--- src/rtl/sbp_pkg.sv ---
`timescale 1ns/1ps
package sbp_pkg;
    localparam int DATA_W   = 16;
    localparam int GPR_N    = 4;
    localparam int DRV_N    = GPR_N + 4;
    localparam int LD_N     = GPR_N + 7;

    localparam int DRV_PC   = GPR_N;
    localparam int DRV_MDR  = GPR_N + 1;
    localparam int DRV_Z    = GPR_N + 2;
    localparam int DRV_TMP  = GPR_N + 3;

    localparam int LD_PC    = GPR_N;
    localparam int LD_IR    = GPR_N + 1;
    localparam int LD_MAR   = GPR_N + 2;
    localparam int LD_MDR   = GPR_N + 3;
    localparam int LD_Y     = GPR_N + 4;
    localparam int LD_Z     = GPR_N + 5;
    localparam int LD_TMP   = GPR_N + 6;

    typedef enum logic [1:0] {
        ALU_ADD   = 2'd0,
        ALU_SUB   = 2'd1,
        ALU_XOR   = 2'd2,
        ALU_PASSB = 2'd3
    } alu_op_e;

    typedef struct packed {
        logic [DRV_N-1:0] drv;
        logic [LD_N-1:0]  ld;
        alu_op_e          op;
        logic             cin;
        logic             sel4;
        logic             mdr_ext_in;
        logic             mdr_ext_out;
        logic             rd;
        logic             wr;
    } ctrl_t;

    localparam int CTRL_W = $bits(ctrl_t);
endpackage

--- src/rtl/sbp_reg.sv ---
`timescale 1ns/1ps
module sbp_reg #(
    parameter int W = 16
) (
    input  logic         clk,
    input  logic         rst,
    input  logic         ld,
    input  logic [W-1:0] d,
    output logic [W-1:0] q
);
    always_ff @(posedge clk) begin
        if (rst)     q <= '0;
        else if (ld) q <= d;
    end

    // enabled register captures the value presented at the edge
    a_r4_load_capture: assert property (@(posedge clk) disable iff (rst)
        ld |=> q == $past(d));
    // disabled register keeps its value
    a_r4_hold: assert property (@(posedge clk) disable iff (rst)
        !ld |=> $stable(q));
endmodule

--- src/rtl/sbp_bus_mux.sv ---
`timescale 1ns/1ps
module sbp_bus_mux #(
    parameter int W = 16,
    parameter int N = 8
) (
    input  logic [N-1:0][W-1:0] src,
    input  logic [N-1:0]        en,
    output logic [W-1:0]        bus,
    output logic                conflict
);
    always_comb begin
        bus = '0;
        for (int i = N - 1; i >= 0; i--) begin
            if (en[i]) bus = src[i];
        end
    end

    always_comb begin
        conflict = ($countones(en) > 1);
    end
endmodule

--- src/rtl/sbp_alu.sv ---
`timescale 1ns/1ps
module sbp_alu
    import sbp_pkg::*;
#(
    parameter int W = 16
) (
    input  logic [W-1:0] a,
    input  logic [W-1:0] b,
    input  alu_op_e      op,
    input  logic         cin,
    output logic [W-1:0] y
);
    logic [W-1:0] cin_w;
    assign cin_w = {{(W-1){1'b0}}, cin};

    always_comb begin
        unique case (op)
            ALU_ADD: y = a + b + cin_w;
            ALU_SUB: y = a - b - cin_w;
            ALU_XOR: y = a ^ b;
            default: y = b;
        endcase
    end
endmodule

--- src/rtl/sbp_mdr.sv ---
`timescale 1ns/1ps
module sbp_mdr #(
    parameter int W = 16
) (
    input  logic         clk,
    input  logic         rst,
    input  logic [W-1:0] bus_d,
    input  logic         ld_bus,
    input  logic [W-1:0] mem_d,
    input  logic         ld_mem,
    input  logic         mfc,
    input  logic         drive_mem,
    output logic [W-1:0] q,
    output logic [W-1:0] mem_q
);
    logic take_mem;
    assign take_mem = ld_mem && mfc;

    always_ff @(posedge clk) begin
        if (rst)           q <= '0;
        else if (take_mem) q <= mem_d;
        else if (ld_bus)   q <= bus_d;
    end

    assign mem_q = drive_mem ? q : '0;

    // no capture from memory before completion is signalled
    a_r8_wait_mfc: assert property (@(posedge clk) disable iff (rst)
        (ld_mem && !mfc && !ld_bus) |=> $stable(q));
    // completed read lands in the register
    a_r8_mem_capture: assert property (@(posedge clk) disable iff (rst)
        (ld_mem && mfc) |=> q == $past(mem_d));
    // write lines quiet when not driving
    a_r9_wdata_quiet: assert property (@(posedge clk) disable iff (rst)
        !drive_mem |-> mem_q == '0);
endmodule

--- src/rtl/sbp_datapath.sv ---
`timescale 1ns/1ps
module sbp_datapath
    import sbp_pkg::*;
#(
    parameter int W = DATA_W
) (
    input  logic              clk,
    input  logic              rst,
    input  logic [CTRL_W-1:0] ctrl,
    input  logic [W-1:0]      mem_rdata,
    input  logic              mem_mfc,
    output logic [W-1:0]      mem_addr,
    output logic [W-1:0]      mem_wdata,
    output logic              mem_rd,
    output logic              mem_wr,
    output logic [W-1:0]      ir_out,
    output logic [W-1:0]      bus_obs,
    output logic              bus_conflict
);
    localparam logic [W-1:0] CONST4 = W'(4);

    ctrl_t c;
    assign c = ctrl_t'(ctrl);

    logic [W-1:0] bus;
    logic [W-1:0] gpr_q [GPR_N];
    logic [W-1:0] pc_q, ir_q, mar_q, mdr_q, y_q, z_q, tmp_q;
    logic [W-1:0] alu_a, alu_y;
    logic [DRV_N-1:0][W-1:0] src;

    genvar gi;
    generate
        for (gi = 0; gi < GPR_N; gi++) begin : g_gpr
            sbp_reg #(.W(W)) u_gpr (
                .clk(clk), .rst(rst), .ld(c.ld[gi]), .d(bus), .q(gpr_q[gi])
            );
            assign src[gi] = gpr_q[gi];
        end
    endgenerate

    sbp_reg #(.W(W)) u_pc  (.clk(clk), .rst(rst), .ld(c.ld[LD_PC]),  .d(bus),   .q(pc_q));
    sbp_reg #(.W(W)) u_ir  (.clk(clk), .rst(rst), .ld(c.ld[LD_IR]),  .d(bus),   .q(ir_q));
    sbp_reg #(.W(W)) u_mar (.clk(clk), .rst(rst), .ld(c.ld[LD_MAR]), .d(bus),   .q(mar_q));
    sbp_reg #(.W(W)) u_y   (.clk(clk), .rst(rst), .ld(c.ld[LD_Y]),   .d(bus),   .q(y_q));
    sbp_reg #(.W(W)) u_z   (.clk(clk), .rst(rst), .ld(c.ld[LD_Z]),   .d(alu_y), .q(z_q));
    sbp_reg #(.W(W)) u_tmp (.clk(clk), .rst(rst), .ld(c.ld[LD_TMP]), .d(bus),   .q(tmp_q));

    sbp_mdr #(.W(W)) u_mdr (
        .clk(clk), .rst(rst),
        .bus_d(bus), .ld_bus(c.ld[LD_MDR]),
        .mem_d(mem_rdata), .ld_mem(c.mdr_ext_in), .mfc(mem_mfc),
        .drive_mem(c.mdr_ext_out),
        .q(mdr_q), .mem_q(mem_wdata)
    );

    assign src[DRV_PC]  = pc_q;
    assign src[DRV_MDR] = mdr_q;
    assign src[DRV_Z]   = z_q;
    assign src[DRV_TMP] = tmp_q;

    sbp_bus_mux #(.W(W), .N(DRV_N)) u_bus (
        .src(src), .en(c.drv), .bus(bus), .conflict(bus_conflict)
    );

    assign alu_a = c.sel4 ? CONST4 : y_q;

    sbp_alu #(.W(W)) u_alu (
        .a(alu_a), .b(bus), .op(c.op), .cin(c.cin), .y(alu_y)
    );

    assign mem_addr = mar_q;
    assign mem_rd   = c.rd;
    assign mem_wr   = c.wr;
    assign ir_out   = ir_q;
    assign bus_obs  = bus;

    // an idle bus reads zero
    a_r2_idle_zero: assert property (@(posedge clk) disable iff (rst)
        (c.drv == '0) |-> bus == '0);
    // without a conflict at most one source is enabled
    a_r3_flag_single: assert property (@(posedge clk) disable iff (rst)
        !bus_conflict |-> $countones(c.drv) <= 1);
    // result register changes only on its load enable
    a_r6_z_hold: assert property (@(posedge clk) disable iff (rst)
        !c.ld[LD_Z] |=> $stable(z_q));
    // address lines follow what the address register captured
    a_r7_addr_follow: assert property (@(posedge clk) disable iff (rst)
        c.ld[LD_MAR] |=> mem_addr == $past(bus));
    // instruction output follows instruction register loads
    a_r10_ir_follow: assert property (@(posedge clk) disable iff (rst)
        c.ld[LD_IR] |=> ir_out == $past(bus));
endmodule

--- config.mk ---
export PLATFORM = sky130hd
export DESIGN_NAME = sbp_datapath
export DESIGN_NICKNAME = d
export VERILOG_FILES = /design/src/rtl/sbp_pkg.sv /design/src/rtl/sbp_reg.sv /design/src/rtl/sbp_bus_mux.sv /design/src/rtl/sbp_alu.sv /design/src/rtl/sbp_mdr.sv /design/src/rtl/sbp_datapath.sv
export SDC_FILE = /design/constraint.sdc
export NUM_CORES = 1
export LEC_CHECK = 0
export ABC_AREA = 1
export CAP_MARGIN = 5
export CELL_PAD_IN_SITES_DETAIL_PLACEMENT = 0
export CELL_PAD_IN_SITES_GLOBAL_PLACEMENT = 2
export CORE_ASPECT_RATIO = 1.4
export CORE_MARGIN = 1.5
export CORE_UTILIZATION = 36
export CTS_BUF_LIST = sky130_fd_sc_hd__clkbuf_8
export DETAILED_ROUTE_END_ITERATION = 8
export DONT_BUFFER_PORTS = 1
export PLACE_DENSITY = 0.87
export SYNTH_ARGS = -nofsm -noshare
export SYNTH_HDL_FRONTEND = slang
export SYNTH_SLANG_ARGS = --single-unit
--- constraint.sdc ---
create_clock -name clk -period 5 [get_ports clk]
set_clock_uncertainty 0.05 [all_clocks]
set_input_delay 1 -clock clk [delete_from_list [all_inputs] [get_ports clk]]
set_output_delay 1 -clock clk [all_outputs]
set_load 0.005 [all_outputs]
==> results of run 1 <==
[path summary, 6_finish.rpt]
kind                            startpoint   endpoint  cells after the start
worst min register to register    u_z.q[7]   u_z.q[7]                      2
worst max-delay path              ctrl[25]  u_z.q[12]                     24
worst max register to register  u_tmp.q[2]  u_z.q[12]                     24
worst min-delay path              u_z.q[7]   u_z.q[7]                      2
[power groups by stage]
stage | logic, uW | registers [uW] | clock network (uW)
floorplan | 661 | 1580 | 0
global placement | 855 | 1600 | 0
detailed placement | 862 | 1600 | 0
CTS | 865 | 1570 | 999
global route | 972 | 1580 | 1050
finish | 864 | 1570 | 980
[state kept, by name, summed over array words and instances, names as in the netlist]
signal / cells
u_z.q: 16
u_mdr.q: 16
g_gpr.u_gpr.q: 64
u_ir.q: 16
u_tmp.q: 16
u_y.q: 16
u_mar.q: 16
u_pc.q: 16
[synthesized netlist by cell type, types with 5 or more instances]
cell type    n
a21o_1       5
a21oi_1    130
a31oi_1     23
buf_2       16
buf_4        8
buf_6       12
clkbuf_1    55
clkinv_1     5
dfxtp_1    176
fa_1         8
ha_1        47
inv_1      313
inv_2        6
nand2_1    217
nand2_2     10
nand3_1     50
nor2_1     203
o211ai_1    12
o21ai_0    130
o21ai_1    100
o21ai_2     18
o22ai_1      8
[kinds of logic (layout without fill, tap and decap cells)]
logic type / count (synthesis) / count (layout) / share of synthesized area
AO/OA/AOI/OAI: 446 / 446 / 0.236
adder cells (fa/ha/maj): 55 / 55 / 0.0714
XOR/XNOR: 2 / 2 / 0.00167
buffers and inverters: 416 / 381 / 0.162
AND/OR/NAND/NOR: 499 / 499 / 0.192
flip-flops: 176 / 176 / 0.336
[critical path: stages]
cell	delay [ns]
inv_2	0.29
o21ai_0	0.15
o21ai_1	0.13
o21ai_0	0.09
o21ai_0	0.28
a21oi_1	0.12
o22ai_1	0.21
o21ai_2	0.14
ha_1	0.36
inv_1	0.11
ha_1	0.38
nand2_1	0.12
nor3_1	0.14
nand2_1	0.07
o211ai_1	0.15
a21oi_1	0.16
o21ai_0	0.24
nand2_1	0.08
nand2_1	0.06
o22ai_1	0.06
nor2_1	0.10
nand3_1	0.07
nand2_1	0.06
inv_1	0.04
[layout make-up]
cell class                      count  area, um2  area share
Clock buffer                       21        289      0.0262
Sequential cell                   176       3520       0.320
Multi-Input combinational cell   1002       5260       0.477
Inverter                          324       1220       0.110
Tap cell                          375        469      0.0426
Clock inverter                     11       80.1     0.00726
Timing Repair Buffer               25        188      0.0170
[cell usage in the layout (no fill, tap or decap), types with 2 or more instances in the layout]
master,n
o22ai_2,3
dfxtp_1,176
ha_1,47
clkinv_4,4
nand2_2,10
a21o_1,5
clkinv_2,4
o21ai_0,130
inv_6,2
a31oi_1,23
inv_1,313
o21bai_1,4
fa_1,8
clkbuf_8,21
a21oi_1,130
nand3_2,2
o21ai_2,19
o21ai_1,99
nand3_1,50
o22ai_1,8
o31ai_1,2
nand3b_1,2
nor3_1,4
nand4_1,4
nor2_1,203
o211ai_1,12
buf_4,25
clkinv_1,5
o211ai_2,3
nand2_1,217
o221ai_1,3
inv_2,6
[per-layer routing]
layer	GRT usage	vias up	part of all wire
li1	-	4942	-
met5	0	-	0
met1	0.288	4611	0.42
met4	0.0807	0	0.023
met2	0.460	223	0.53
met3	0.0287	48	0.035
[through the flow]
| stage | util | cells | instance area [um2] |
|---|---|---|---|
| floorplan | - | 1594 | 10500 |
| global route | 0.387 | 1934 | 11000 |
| CTS | 0.387 | 1934 | 11000 |
| detailed placement | 0.374 | 1902 | 10700 |
| finish | 0.387 | 1934 | 11000 |
| global placement | 0.374 | 1902 | 10700 |
==> results.json, run 1 <==
{
  "clk_latency_ns": 0.49,
  "port_buffers": 0,
  "synth_seq_cells": 176,
  "syn-num-nets": 1695,
  "switching_power_uw": 1220,
  "netlist.area_leader.share": 0.336,
  "dr.pass1.iters": 5,
  "hpwlAfterDp_um": 26500,
  "drc_errors": 0,
  "area_growth_pct": 5.19,
  "status": "finished clean",
  "ys_warn_count": 0,
  "drv_slew": 0,
  "globalRouteTotalUtil": 0.246,
  "tns_ns": 0,
  "gp_congestion": 0.930,
  "nFillCells": 3172,
  "cts_made_buffers": 17,
  "post_cts_resized": 0,
  "p_int_uw": 2190,
  "share_comb_of_total_power": 0.253,
  "layout_setup_ws_ns": 0.715,
  "antenna_found_initial": 0,
  "cts_setup_buffers": 0,
  "wl_um": 36800,
  "grt_max_degree": 162,
  "start_kind": "input port",
  "clkSinkCount": 176,
  "setup_viol": 0,
  "diodes": 0,
  "arrival_ns": 4.63,
  "max_freq_ghz": 0.233,
  "synth_area_leader_cell": "dfxtp_1",
  "critPathKind": "in -> reg",
  "ys_seq_area_frac": 0.336,
  "leakage_uw": 0.00563,
  "p_per_area_nw_per_um2": 310,
  "fin_crit_sh": 0.857,
  "r2r_setup_slack_ns": 1.13,
  "start_util": 0.368,
  "rows": 73,
  "p_clk_frac": 0.287,
  "vias": 9824,
  "finalHoldViolCount": 0,
  "grt_pass1_vias": 9208,
  "synth_area_leaders": "dfxtp_1, inv_1, nand2_1, nor2_1, a21oi_1",
  "swShare": 0.358,
  "power_uw": 3410,
  "worstMarginPinSlew_ns": 1.17,
  "synth-edff-count": 0,
  "root_buffer": "clkbuf_8",
  "drive_above_1_share": 0.0661,
  "die_area_um2": 30200,
  "wl_per_cell_um": 19.0,
  "cp_max_fo": 26,
  "ir_drop_v": 0.000177,
  "clkTransAtPathRegs_ns": 0.09,
  "via_per_inst": 5.08,
  "netlist_area_um2": 10500,
  "die_w_um": 147,
  "drt.antenna.violating_nets": 0,
  "grt_pass1_wl_um": 55900,
  "ctsHoldBuffers": 0,
  "pin_count": 113,
  "endpoint_kind": "flop",
  "syn_inst": 1594,
  "dieHeight_um": 205,
  "async_flop_share": 0,
  "whs_ns": 0.436,
  "pwr-share-seq": 0.460,
  "ys_types": 46,
  "layout.nets": 1647,
  "min_path_type": "reg -> reg",
  "synth_area_per_cell_um2": 6.57,
  "drv_cap": 0,
  "cts_tree": "done",
  "fp.coreArea_um2": 28500,
  "initialDrtViolationCount": 706,
  "pre_cts_ws_ns": 0.232,
  "cts-htree-levels": 4,
  "slew_headroom": 0.218,
  "grt-ovfl-total": 0,
  "min_period_ns": 4.28,
  "synth_flop_cell": "dfxtp_1",
  "rsz0062_at_grt": "false",
  "required_ns": 5.35,
  "clockBufferDepth": 2
}
No activity file was read; power rests on OpenSTA's default activity.
==> inputs of run 2 (changes only) <==
- CORE_UTILIZATION: 36 -> 39
- PLACE_DENSITY: 0.87 -> 0.93
- clock period: 5 -> 5.15 ns (I/O delays scaled with it)
==> run 2 against run 1 <==
Critical path depth rose by 7. Core utilization increased by 3.0 points. Sequential share of layout area increased by 0.17 points. Critical path type unchanged. Clock power up 7%. Power shrank 0.27%. Design area fell by 0.53%. Sequential power down 3%. Register-to-register slack improved by 0.08 ns. Setup slack better by 0.069 ns. Final cell count shrank 3.0%.
==> results.json, run 2 (synthesis gave the netlist of run 1 again) <==
{
  "status": "finished clean",
  "nFillCells": 2875,
  "ir_drop_v": 0.000165,
  "regMostFlops": "g_gpr.u_gpr.q",
  "min_period_ns": 4.37,
  "grt-ovfl-total": 0,
  "layout.nets": 1643,
  "max_freq_ghz": 0.229,
  "grt_pass1_vias": 9292,
  "pin_count": 113,
  "min_path_type": "reg -> reg",
  "drc_errors": 0,
  "clkTransAtPathRegs_ns": 0.09,
  "clk_latency_ns": 0.48,
  "whs_path_depth": 2,
  "tns_ns": 0,
  "root_buffer": "clkbuf_8",
  "drv_slew": 0,
  "area_growth_pct": 4.63,
  "final_cells": 1876,
  "final_cell_mix": "inv_1, nand2_1, nor2_1",
  "dieHeight_um": 197,
  "cts_setup_buffers": 0,
  "hpwlAfterDp_um": 26300,
  "r2r_end": "u_z.q[10]",
  "endpoint_kind": "flop",
  "fin_crit_sh": 0.848,
  "max_stage_delay_ns": 0.48,
  "rows": 70,
  "cts_made_buffers": 17,
  "grt_max_degree": 162,
  "drv_cap": 0,
  "hold_end": "g_gpr[0].u_gpr.q[1]",
  "pre_cts_ws_ns": 0.314,
  "p_per_area_nw_per_um2": 311,
  "start_util": 0.399,
  "fp.coreArea_um2": 26300,
  "slew_headroom": 0.199,
  "cts_tree": "done",
  "die_w_um": 142,
  "cts-htree-levels": 4,
  "via_per_inst": 5.20,
  "largest_register_ffs": 64,
  "final_common_cell": "inv_1",
  "setup_viol": 0,
  "hp-start": "g_gpr[0].u_gpr.q[1]",
  "rsz0062_at_grt": "false",
  "vias": 9750,
  "slowest_stage": "fa_1",
  "ctsHoldBuffers": 0,
  "worstMarginPinSlew_ns": 1.20,
  "r2r_setup_slack_ns": 1.21,
  "arrival_ns": 4.73,
  "drive_above_1_share": 0.0606,
  "layout_setup_ws_ns": 0.785,
  "initialDrtViolationCount": 788,
  "wl_per_cell_um": 19.4,
  "critPathKind": "in -> reg",
  "final_area_um2": 11000,
  "leakage_uw": 0.00563,
  "rr_worst_depth": 30,
  "clockBufferDepth": 2,
  "globalRouteTotalUtil": 0.264,
  "crit-reg2reg-launch": "u_z.q[0]",
  "finalHoldViolCount": 0,
  "port_buffers": 0,
  "cpMostUsedCell": "nand2_1",
  "clkSinkCount": 176,
  "gp_congestion": 0.970,
  "place_inst": 1847,
  "start_kind": "input port",
  "diodes": 0,
  "multiInputGateArea_um2": 5260,
  "wl_um": 36400,
  "post_cts_resized": 0,
  "drt.antenna.violating_nets": 0,
  "seqCellArea_um2": 3520,
  "required_ns": 5.52,
  "cp_max_fo": 16,
  "die_area_um2": 27900,
  "grt_pass1_wl_um": 54900,
  "dr.pass1.iters": 5,
  "antenna_found_initial": 1,
  "post_dp_cell_area_um2": 10600
}
## run 2: worst max-delay path by stage
stage / start / endpoint / slack (ns) / cells past startpoint
5_1_grt: ctrl[25] / u_z.q[8] / 0.34 / 29
2_1_floorplan: ctrl[24] / u_z.q[10] / 0.94 / 31
6_report: ctrl[25] / u_z.q[10] / 0.78 / 31
4_1_cts: ctrl[25] / u_z.q[8] / 0.83 / 29
3_3_place_gp: ctrl[25] / u_z.q[8] / 0.33 / 29
3_5_place_dp: ctrl[25] / u_z.q[8] / 0.31 / 29
## run 2: critical path: cells and delay by family
family | cells | cell delay, ns
AOI/OAI and AO/OA | 6 | 0.70
adders and majority gates | 2 | 0.88
buffers and inverters | 2 | 0.26
and+or+nand+nor | 21 | 1.85
## run 2: cell type report
class / count / share of cell area
well taps: 324 / 0.0370
multi-input cells: 1002 / 0.480
flip-flops and latches: 176 / 0.321
clock buffers: 17 / 0.0213
repair buffers: 21 / 0.0144
inverters: 324 / 0.111
clock inverters: 12 / 0.0155
## run 2: report_power, final
| group | switching (uW) | internal (uW) | leakage [uW] |
|---|---|---|---|
| logic | 555 | 275 | 0.00397 |
| clock network | 530 | 518 | 0.000207 |
| registers | 64.2 | 1460 | 0.00146 |
| total | 1150 | 2260 | 0.00563 |
## run 2: per-layer routing
layer | up-vias | GRT usage | part of all wire
met1 | 4498 | 0.303 | 0.41
met2 | 245 | 0.468 | 0.50
li1 | 4914 | - | -
met5 | - | 0 | 0.00022
met3 | 91 | 0.0406 | 0.040
met4 | 2 | 0.140 | 0.049
## run 2: through the flow
stage	utilization	hold slack, ns	total power (uW)
2_1_floorplan	-	0.394	2170
3_3_place_gp	0.402	0.413	2380
3_5_place_dp	0.402	0.425	2380
4_1_cts	0.417	0.438	3430
5_1_grt	0.417	0.478	3590
6_report	0.417	0.441	3400
==> inputs of run 3 (changes only) <==
- CORE_UTILIZATION: 39 -> 33
- PLACE_DENSITY: 0.93 -> 0.85
- clock period: 5.15 -> 3.87 ns (I/O delays scaled with it)
==> run 3 against run 2 <==
Sequential share of layout area fell by 3.2 points. Largest cell class unchanged. First-iteration DRC count is 4.3% lower. Wire length increased by 7.3%.
==> results.json, run 3 (synthesis gave the netlist of run 1 again) <==
{
  "wl_per_cell_um": 18.9,
  "fin_crit_sh": 0.957,
  "start_kind": "input port",
  "leakage_uw": 0.00625,
  "hpwlAfterDp_um": 28500,
  "antenna_found_initial": 0,
  "post_dp_cell_area_um2": 11500,
  "status": "finished clean",
  "cts-htree-levels": 4,
  "initialDrtViolationCount": 754,
  "layout.nets": 1758,
  "die_w_um": 154,
  "required_ns": 4.26,
  "use_met1": 0.259,
  "slowest_stage": "ha_1",
  "diodes": 0,
  "pin_count": 113,
  "cp_max_fo": 8,
  "start_util": 0.334,
  "crit_family": "compound AO/OA/AOI/OAI gates",
  "busiest_layer": "met2",
  "cts_tree": "done",
  "nFillCells": 3422,
  "fin_util": 0.388,
  "clkTransAtPathRegs_ns": 0.10,
  "regMostFlops": "g_gpr.u_gpr.q",
  "max_freq_ghz": 0.270,
  "slew_headroom": 0.416,
  "root_buffer": "clkbuf_8",
  "largest_register_ffs": 64,
  "globalRouteMet3Util": 0.0325,
  "drive_above_1_share": 0.150,
  "drc_errors": 0,
  "worstPathCellList": "clkinv_16 -> buf_8 -> buf_4 -> nand3_1 -> nand3_1 -> o21ai_1 -> o21ai_2 -> o21ai_1 -> o21ai_0 -> nor2_1 -> o22ai_2 -> ha_1 -> inv_1 -> ha_1 -> buf_4 -> a21oi_4 -> o31ai_1 -> a21oi_1 -> nand2_1 -> a21oi_1 -> o21ai_2 -> nand4_1 -> nand2_1 -> a21oi_2",
  "p_per_area_nw_per_um2": 408,
  "drv_cap": 0,
  "grt_pass1_wl_um": 58200,
  "grt_max_degree": 162,
  "fp.coreArea_um2": 31400,
  "drt.antenna.violating_nets": 0,
  "worstMarginPinSlew_ns": 0.874,
  "grt-ovfl-total": 0,
  "cts_made_buffers": 17,
  "final_common_cell": "inv_1",
  "via_per_inst": 4.96,
  "dieHeight_um": 214,
  "clockBufferDepth": 2,
  "min_path_type": "in -> reg",
  "arrival_ns": 4.10,
  "setup_viol": 0,
  "critPathKind": "in -> reg",
  "die_area_um2": 32900,
  "power_uw": 4970,
  "worst-path-buf-inv": 5,
  "final_area_um2": 12200,
  "gp_congestion": 0.918,
  "final_cell_mix": "inv_1, nand2_1, nor2_1",
  "grt_util_met2": 0.458,
  "grt_pass1_vias": 9762,
  "globalRouteTotalUtil": 0.239,
  "clkSinkCount": 176,
  "min_period_ns": 3.70,
  "vias": 10200,
  "port_buffers": 0,
  "wl_um": 39100,
  "drv_slew": 0,
  "rsz0062_at_grt": "true",
  "endpoint_kind": "flop",
  "dr.pass1.iters": 5,
  "max_stage_delay_ns": 0.34,
  "rows": 77,
  "ctsHoldBuffers": 0,
  "finalHoldViolCount": 0,
  "ir_drop_v": 0.000194,
  "area_growth_pct": 16.2,
  "clk_latency_ns": 0.52
}
[run 3: cell types whose count changed in the layout (fill, tap and decap cells not counted), moves of 5 or more]
cell | previous run | this run
nand2_1 | 217 | 210
buf_4 | 21 | 132
a21oi_1 | 130 | 124
nand3_2 | 2 | 8
o21ai_1 | 99 | 109
nand3_1 | 50 | 44
nand2_2 | 10 | 17
o21ai_0 | 130 | 117
a21oi_2 | 0 | 5
[run 3: final timing paths]
path / startpoint / endpoint / slack (ns) / cells past startpoint
min reg2reg: u_z.q[4] / u_z.q[4] / 0.43 / 2
max: ctrl[25] / u_z.q[14] / 0.17 / 24
min: ctrl[11] / g_gpr[3].u_gpr.q[0] / 0.29 / 1
max reg2reg: u_mdr.q[0] / u_z.q[14] / 0.20 / 26
[run 3: final cells by class]
class | count | area (um2) | share of cell area
timing repair buffer | 136 | 1050 | 0.0861
tap | 395 | 494 | 0.0406
clock buffer | 19 | 262 | 0.0215
sequential | 176 | 3530 | 0.290
clock inverter | 13 | 208 | 0.0170
multi-input combinational | 1002 | 5400 | 0.443
inverter | 324 | 1240 | 0.102
[run 3: layer usage]
metal	vias to the layer above	wire [um]
li1	5153	-
met1	4795	15400
met2	219	20800
met3	70	1350
met4	0	1590
met5	-	0
[run 3: power breakdown]
group          internal, uW  switching (uW)  total [uW]
combinational           566             831        1400
clock                   805             743        1550
sequential             1950            83.6        2030
[run 3: stage by stage]
step           cells  setup slack, ns  hold WS [ns]  setup TNS, ns
6_report        2065            0.166         0.289              0
5_1_grt         2065          -0.0519         0.269         -0.104
4_1_cts         2059           0.0381         0.264              0
3_5_place_dp    2025           -0.580         0.413          -3.63
3_3_place_gp    2025           -0.541         0.410          -3.19
2_1_floorplan   1594          0.00826         0.394              0
[run 3: timing repair]
| action | CTS | global route |
|---|---|---|
| gates resized for setup | 5 | 57 |
| cloned | 0 | 0 |
| endpoints found under the setup margin | 2 | 8 |
| pin swaps | 1 | 37 |
| setup buffers | 2 | 6 |
